## src/rtl/serial_cfg_rom_pkg.sv

```systemverilog
package serial_cfg_rom_pkg;

    localparam logic [31:0] GEN_MULT = 32'd40503;

    // Deterministic content generator: parity of a scrambled index.
    function automatic logic gen_bit(input logic [31:0] idx, input logic [15:0] seed);
        logic [31:0] prod;
        prod = idx * GEN_MULT;
        return ^(prod[15:0] ^ seed);
    endfunction

endpackage

```

## src/rtl/serial_rom_addr_ctr.sv

```systemverilog
module serial_rom_addr_ctr #(
    parameter int unsigned DEPTH = 256,
    localparam int unsigned AW = (DEPTH > 1) ? $clog2(DEPTH) : 1
) (
    input  logic          clk,
    input  logic          rst_act,
    input  logic          en_act,
    output logic [AW-1:0] addr_o,
    output logic          done_o
);
    localparam logic [AW-1:0] LAST = AW'(DEPTH - 1);

    typedef struct packed {
        logic [AW-1:0] addr;
        logic          done;
    } ctr_t;

    ctr_t ctr_d, ctr_q;

    always_comb begin
        ctr_d = ctr_q;
        if (rst_act) begin
            ctr_d.addr = '0;
            ctr_d.done = 1'b0;
        end else if (en_act && !ctr_q.done) begin
            if (ctr_q.addr == LAST) begin
                ctr_d.done = 1'b1;
            end else begin
                ctr_d.addr = ctr_q.addr + 1'b1;
            end
        end
    end

    always_ff @(posedge clk) begin
        ctr_q <= ctr_d;
    end

    assign addr_o = ctr_q.addr;
    assign done_o = ctr_q.done;
endmodule

```

## src/rtl/serial_rom_store.sv

```systemverilog
module serial_rom_store #(
    parameter int unsigned      DEPTH       = 256,
    parameter int unsigned      CONTENT_SEL = 0,
    parameter logic [15:0]      SEED        = 16'h5A3C,
    parameter logic [DEPTH-1:0] INIT_BITS   = '0,
    localparam int unsigned AW = (DEPTH > 1) ? $clog2(DEPTH) : 1
) (
    input  logic [AW-1:0] addr_i,
    output logic          bit_o
);
    import serial_cfg_rom_pkg::*;

    generate
        if (CONTENT_SEL == 0) begin : g_gen
            always_comb bit_o = gen_bit(32'(addr_i), SEED);
        end else begin : g_vec
            always_comb bit_o = INIT_BITS[addr_i];
        end
    endgenerate
endmodule

```

## src/rtl/serial_rom_drive.sv

```systemverilog
module serial_rom_drive (
    input  logic rst_act,
    input  logic en_act,
    input  logic done_i,
    input  logic bit_i,
    output logic dout,
    output logic dout_oe,
    output logic casc_n
);
    logic live;

    always_comb begin
        live    = en_act && !rst_act;
        dout_oe = live && !done_i;
        dout    = dout_oe && bit_i;
        casc_n  = !(live && done_i);
    end
endmodule

```

## src/rtl/serial_cfg_rom.sv

```systemverilog
module serial_cfg_rom #(
    parameter int unsigned      DEPTH           = 256,
    parameter bit               RST_ACTIVE_HIGH = 1'b1,
    parameter int unsigned      CONTENT_SEL     = 0,
    parameter logic [15:0]      SEED            = 16'h5A3C,
    parameter logic [DEPTH-1:0] INIT_BITS       = '0
) (
    input  logic clk,
    input  logic en_n,
    input  logic rst_oe,
    output logic dout,
    output logic dout_oe,
    output logic casc_n
);
    localparam int unsigned AW = (DEPTH > 1) ? $clog2(DEPTH) : 1;

    logic          rst_act;
    logic          en_act;
    logic [AW-1:0] addr_q;
    logic          done_q;
    logic          bit_w;

    generate
        if (RST_ACTIVE_HIGH) begin : g_rst_hi
            assign rst_act = rst_oe;
        end else begin : g_rst_lo
            assign rst_act = !rst_oe;
        end
    endgenerate

    assign en_act = !en_n;

    serial_rom_addr_ctr #(.DEPTH(DEPTH)) u_ctr (
        .clk     (clk),
        .rst_act (rst_act),
        .en_act  (en_act),
        .addr_o  (addr_q),
        .done_o  (done_q)
    );

    serial_rom_store #(
        .DEPTH       (DEPTH),
        .CONTENT_SEL (CONTENT_SEL),
        .SEED        (SEED),
        .INIT_BITS   (INIT_BITS)
    ) u_store (
        .addr_i (addr_q),
        .bit_o  (bit_w)
    );

    serial_rom_drive u_drv (
        .rst_act (rst_act),
        .en_act  (en_act),
        .done_i  (done_q),
        .bit_i   (bit_w),
        .dout    (dout),
        .dout_oe (dout_oe),
        .casc_n  (casc_n)
    );
endmodule

```

## config.mk

```make
export PLATFORM = sky130hd
export DESIGN_NAME = serial_cfg_rom
export DESIGN_NICKNAME = d
export VERILOG_FILES = /design/src/rtl/serial_cfg_rom_pkg.sv /design/src/rtl/serial_rom_addr_ctr.sv /design/src/rtl/serial_rom_store.sv /design/src/rtl/serial_rom_drive.sv /design/src/rtl/serial_cfg_rom.sv
export SDC_FILE = /design/constraint.sdc
export NUM_CORES = 1
export LEC_CHECK = 0
export BUFFER_PORTS_ARGS = -buffer_cell sky130_fd_sc_hd__buf_2
export CORE_ASPECT_RATIO = 1.5
export CORE_UTILIZATION = 59
export CTS_BUF_LIST = sky130_fd_sc_hd__clkbuf_8
export DETAILED_ROUTE_END_ITERATION = 8
export PLACE_DENSITY = 0.83
export SKIP_CTS_REPAIR_TIMING = 1
export SLEW_MARGIN = 40
export SYNTH_ARGS = -nofsm -noshare
export SYNTH_HDL_FRONTEND = slang
export SYNTH_HIERARCHICAL = 1
export SYNTH_SLANG_ARGS = --single-unit
```

## constraint.sdc

```tcl
create_clock -name clk -period 4.4 [get_ports clk]
set_input_delay 0.22 -clock clk [delete_from_list [all_inputs] [get_ports clk]]
set_output_delay 0.22 -clock clk [all_outputs]
set_load 0.005 [all_outputs]
```

==> results.cfg, run 1 <==
[global_route]
track_usage = 0.281
grt_util_met1 = 0.256
grt_max_degree = 15
grt_pass1_wl_mm = 8.17
grt_pass1_vias = 1920
met3_usage = 0.0180
overflow = 0
globalRoute.busiestLayer = met2
grtUsageMet2 = 0.553
antenna_found_initial = 0

[setup_path]
crit_top_cell = xnor2_1
crit_chain = fa_1 -> inv_1 -> fa_1 -> inv_1 -> fa_1 -> fa_2 -> ha_4 -> xnor2_2 -> xnor2_1 -> xnor2_1 -> xnor2_1 -> xnor2_1 -> xnor2_1 -> xnor3_1 -> and4bb_2 -> buf_2
critPathCaptureType = output port
path_class = register to output port
cp_slowest_stage_delay_ns = 0.56
crit_required_ns = 4.18
cpMaxStageDelayCell = fa_2
start_kind = register
worstPathArrival_ns = 4.63
crit_fanout = 4

[synth]
netlist_instances = 221
synth_adder_area_share = 0.457
synthMuxAreaShare = 0.0254
yosys.area_share.simple = 0.130
synth_nets = 288
yosysWarnings = 6
synth_area_per_cell_um2 = 9.79
synth_top_family_by_area = adder cells
ys.flop_type = dfxtp_1
async_flop_share = 0
synth_edf_count = 0
yosys.area_share.xor_xnor = 0.116
ys_types = 43
synth_compound_area_frac = 0.114
yosysSeqAreaShare = 0.0833
ys_ff_latch = 9
synth_area_mm2 = 0.00216

[min_path]
hold_class = input port to register

[place]
dpl.cell_count = 296
io_buffer_count = 5
dp_hpwl_mm = 4.24
placed_cell_area_mm2 = 0.00250
gp_congestion = 0.878

[power]
powerDensity_mw_per_mm2 = 185
irDropWorstVdd_mv = 0.226
finalPower_uw = 481
leakage_nw = 1.35

[timing]
timing.final.crit_share = 1.10
setup_viol = 1
tns_ns = -0.445
rsz0062_at_grt = true
drv_slew = 0
final_hold_viol_count = 0
max_freq_mhz = 206
worstMarginPinSlew_ns = 0.274
slew_headroom = 0.817
setup_slack_ns = -0.445
min_period_ns = 4.85
final.setup_skew_ns = 0.00251

[floorplan]
rows = 26
die_x_um = 51.4
start_util = 0.627
core_area_mm2 = 0.00345
dieArea_mm2 = 0.00392
die_h_um = 76.2
pin_count = 6

[drt]
drc = 0
wl_mm = 4.87
via_per_inst = 5.57
initialDrtViolationCount = 34
postRouteAntennaNets = 0
wire_per_inst_um = 16.2
first_pass_iters = 4
num_vias = 1677

[clock_network]
cts_buffer_depth = 2
path_clk_slew_ns = 0.05
insertion_delay_ns = 0.23
cts_made_buffers = 3
htree_levels = 1
cts_root_buf = clkbuf_8
cts.sinks = 9
cts_tree = done

[layout]
n_antenna_cell = 0
fin_nets = 327
fin_cells = 301
fin_util = 0.752
final_area_mm2 = 0.00259
area_delta_synth_final_pct = 19.9
drive_gt1_frac = 0.255

[run_status]
status = complete, but fails checks
violations = setup timing

[run]
maxCapViolCount = 0
-- registers in the layout, summed over array words and instances, names as in the netlist --
signal	cells
u_ctr/done_o	1
u_ctr/addr_o	8
-- logic make-up after synthesis --
group | Yosys count
buffers and inverters | 43
XOR/XNOR | 27
adder cells (fa/ha/maj) | 64
flip-flops | 9
AND/OR/NAND/NOR | 39
AO/OA/AOI/OAI | 34
multiplexers | 5
-- report_power, final --
group	switching, mW	internal, mW	total [mW]
logic	0.138	0.164	0.302
registers	0.00373	0.0832	0.0870
clock network	0.0311	0.0606	0.0918
total	0.173	0.308	0.481
-- cells in the final DEF, fill, tap and decap left out, types with 3 or more instances in the layout --
master    instances
a21o_1            3
dfxtp_2           4
mux2i_1           4
buf_2             5
fa_1             23
nand2_1           7
xor2_1            4
dfxtp_1           4
nor2_1           10
inv_1            43
ha_1             34
ha_4              4
a21oi_1           9
buf_4            30
nor2b_1           3
xnor2_1          21
o21ai_0           5
clkbuf_8          3
-- worst max-delay path: cells and delay by family, from the launching register on --
kind          cells  cell delay, ns
buf+inv           3            0.23
simple gates      1            0.24
xor+xnor          7            1.29
flops             1            0.35
fa+ha+maj         5            2.26
-- area by class of cell --
class                      instances  area [µm²]
timing repair buffer              35         250
clock buffer                       3        41.3
tap                               42        52.6
sequential                         9         189
inverter                          42         158
clock inverter                     1        3.75
fill                             254         855
multi-input combinational        169        1900
-- worst paths after layout --
| kind | start | end | cells past startpoint | slack [ns] |
|---|---|---|---|---|
| worst max-delay path | u_ctr/addr_o[5]$_SDFFE_PP0P_ | dout | 16 | -0.45 |
| worst min-delay path | rst_oe | u_ctr/addr_o[0]$_SDFFE_PP0P_ | 2 | 0.32 |
| worst min register to register | u_ctr/done_o$_SDFFE_PP0P_ | u_ctr/done_o$_SDFFE_PP0P_ | 2 | 0.61 |
| worst max register to register | u_ctr/addr_o[1]$_SDFFE_PP0P_ | u_ctr/addr_o[5]$_SDFFE_PP0P_ | 6 | 2.63 |
-- Yosys cell counts (3+ instances only) --
library cell | number | share of area
o21ai_0 | 5 | 0.012
dfxtp_1 | 9 | 0.083
nand2_1 | 7 | 0.012
nor2_1 | 10 | 0.017
nor2b_1 | 3 | 0.0087
fa_1 | 25 | 0.23
inv_1 | 42 | 0.073
xor2_1 | 4 | 0.016
xnor2_1 | 22 | 0.089
ha_1 | 39 | 0.23
a21oi_1 | 10 | 0.023
a21o_1 | 3 | 0.010
mux2i_1 | 4 | 0.019
-- per-stage QoR --
stage | setup slack [ns] | hold slack [ns]
final | -0.445 | 0.324
after global placement | -0.167 | 0.548
after floorplan | 0.0551 | 0.470
after CTS | -0.493 | 0.321
after detailed placement | -0.230 | 0.551
after global routing | -0.608 | 0.331
-- routing by layer --
metal	share of wire	vias up
met1	0.35	812
met3	0.014	22
met5	0	-
li1	-	812
met4	0.055	0
met2	0.58	31
Note: power is estimated with default switching activity, not from simulation.
==> run 2: changes to the inputs <==
PLACE_DENSITY = unset   (was 0.83)
PLACE_DENSITY_LB_ADDON = 0.08   (was unset)
==> results.cfg, run 2 (synthesis results as in run 1) <==
[run_status]
status = complete, but fails checks
violations = setup timing

[layout]
largest_reg_flops = 8
n_antenna_cell = 0
fillCellCount = 254
fin_nets = 326
fin_cells = 300
final_cell_mix = 42 x inv_1, 34 x ha_1, 29 x buf_4
layout_commonest_cell = inv_1
area_delta_synth_final_pct = 20.9
drive_gt1_frac = 0.271

[power]
powerDensity_mw_per_mm2 = 181
p_seq_frac = 0.183
internal_power_uw = 291
netSwitchingPower_uw = 182
clkPwrFrac = 0.199
combinationalPowerShare = 0.618
irDropWorstVdd_mv = 0.264
netSwitchingFraction = 0.385
leakage_nw = 1.36

[drt]
first_pass_iters = 4
wire_per_inst_um = 16.3
postRouteAntennaNets = 0
wl_mm = 4.89
via_per_inst = 5.50
num_vias = 1650
initialDrtViolationCount = 27
drc = 0

[global_route]
grt_util_met1 = 0.253
track_usage = 0.272
antenna_found_initial = 0
met3_usage = 0.0120
grt_pass1_wl_mm = 7.87
grt_max_degree = 15
overflow = 0
globalRoute.busiestLayer = met2
grt_pass1_vias = 1839
grtUsageMet2 = 0.551

[setup_path]
critPathCaptureType = output port
crit_required_ns = 4.18
crit_top_cell = fa_1
worstPathArrival_ns = 4.65
worstRegToRegCells = 6
crit_chain = fa_1 -> inv_2 -> fa_1 -> inv_1 -> fa_1 -> fa_2 -> ha_4 -> a21o_1 -> a31oi_4 -> o21ai_4 -> a2111oi_4 -> a21oi_2 -> xnor2_1 -> xnor3_1 -> and4bb_2 -> buf_2
crit_fanout = 4
cp.depth = 16
crit_buf_inv = 3
cpMaxStageDelayCell = fa_1
start_kind = register
cp_slowest_stage_delay_ns = 0.55
path_delay_family = adder cells
path_class = register to output port

[timing]
final_hold_viol_count = 0
timing.final.crit_share = 1.11
min_period_ns = 4.87
setup_slack_ns = -0.474
rsz0062_at_grt = true
slew_headroom = 0.755
worstMarginPinSlew_ns = 0.366
final.setup_skew_ns = 0.00189
setup_viol = 1
tns_ns = -0.474
max_freq_mhz = 205
hold_ws_ns = 0.324
drv_slew = 0

[min_path]
hold_class = input port to register
hold_depth = 2

[clock_network]
cts_tree = done
path_clk_slew_ns = 0.04
htree_levels = 1
cts_made_buffers = 3
insertion_delay_ns = 0.23
cts.sinks = 9
cts_root_buf = clkbuf_8
cts_buffer_depth = 2

[floorplan]
die_x_um = 51.4
die_h_um = 76.2
dieArea_mm2 = 0.00392
rows = 26
start_util = 0.627
pin_count = 6
core_area_mm2 = 0.00345

[place]
gp_congestion = 0.859
dpl.cell_count = 296
dp_hpwl_mm = 4.33
io_buffer_count = 5

[run]
maxCapViolCount = 0
## run 2: cell types whose count changed in the layout (fill, tap and decap cells not counted), sizes merged
cell / previous run / this run
buf: 35 / 34
## run 2: power by group through the flow
stage | registers [mW] | clock network [mW] | logic, mW
2_1_floorplan | 0.0894 | 0 | 0.226
3_3_place_gp | 0.0884 | 0 | 0.290
3_5_place_dp | 0.0886 | 0 | 0.300
4_1_cts | 0.0871 | 0.0955 | 0.302
5_1_grt | 0.0869 | 0.0996 | 0.317
6_report | 0.0865 | 0.0944 | 0.292
## run 2: path summary, 6_finish.rpt
path | slack, ns | endpoint | start
worst max-delay path | -0.47 | dout | u_ctr/addr_o[5]$_SDFFE_PP0P_
worst min-delay path | 0.32 | u_ctr/addr_o[7]$_SDFFE_PP0P_ | rst_oe
worst max register to register | 2.62 | u_ctr/addr_o[6]$_SDFFE_PP0P_ | u_ctr/addr_o[1]$_SDFFE_PP0P_
worst min register to register | 0.60 | u_ctr/done_o$_SDFFE_PP0P_ | u_ctr/done_o$_SDFFE_PP0P_
## run 2: per-stage QoR
step | instance area [µm²] | total power [mW] | utilization | setup WS [ns]
finish | 2620 | 0.473 | 0.758 | -0.474
global placement | 2500 | 0.379 | 0.724 | -0.242
global route | 2620 | 0.504 | 0.758 | -0.645
detailed placement | 2500 | 0.388 | 0.724 | -0.290
floorplan | 2210 | 0.316 | - | 0.0551
CTS | 2540 | 0.484 | 0.737 | -0.557
## run 2: final cells by class
cell class                      count  area [µm²]  area share
Timing Repair Buffer               34         243      0.0928
Multi-Input combinational cell    169        1930       0.736
Clock buffer                        3        41.3      0.0158
Tap cell                           42        52.6      0.0201
Clock inverter                      1        3.75     0.00144
Sequential cell                     9         191      0.0732
Inverter                           42         158      0.0603
## run 2: worst reg2reg max path, stage by stage, from the launching register on
cell and delay, ns:
dfxtp_1 0.53, buf_4 0.18, ha_1 0.20, nand3_2 0.17, nor2_1 0.25, and4bb_2 0.28
nor3_2 0.04
## run 2: routing by layer
metal,share of wire,up-vias
met3,0.010,12
met1,0.35,803
met2,0.59,24
met4,0.053,0
met5,0,-
li1,-,811
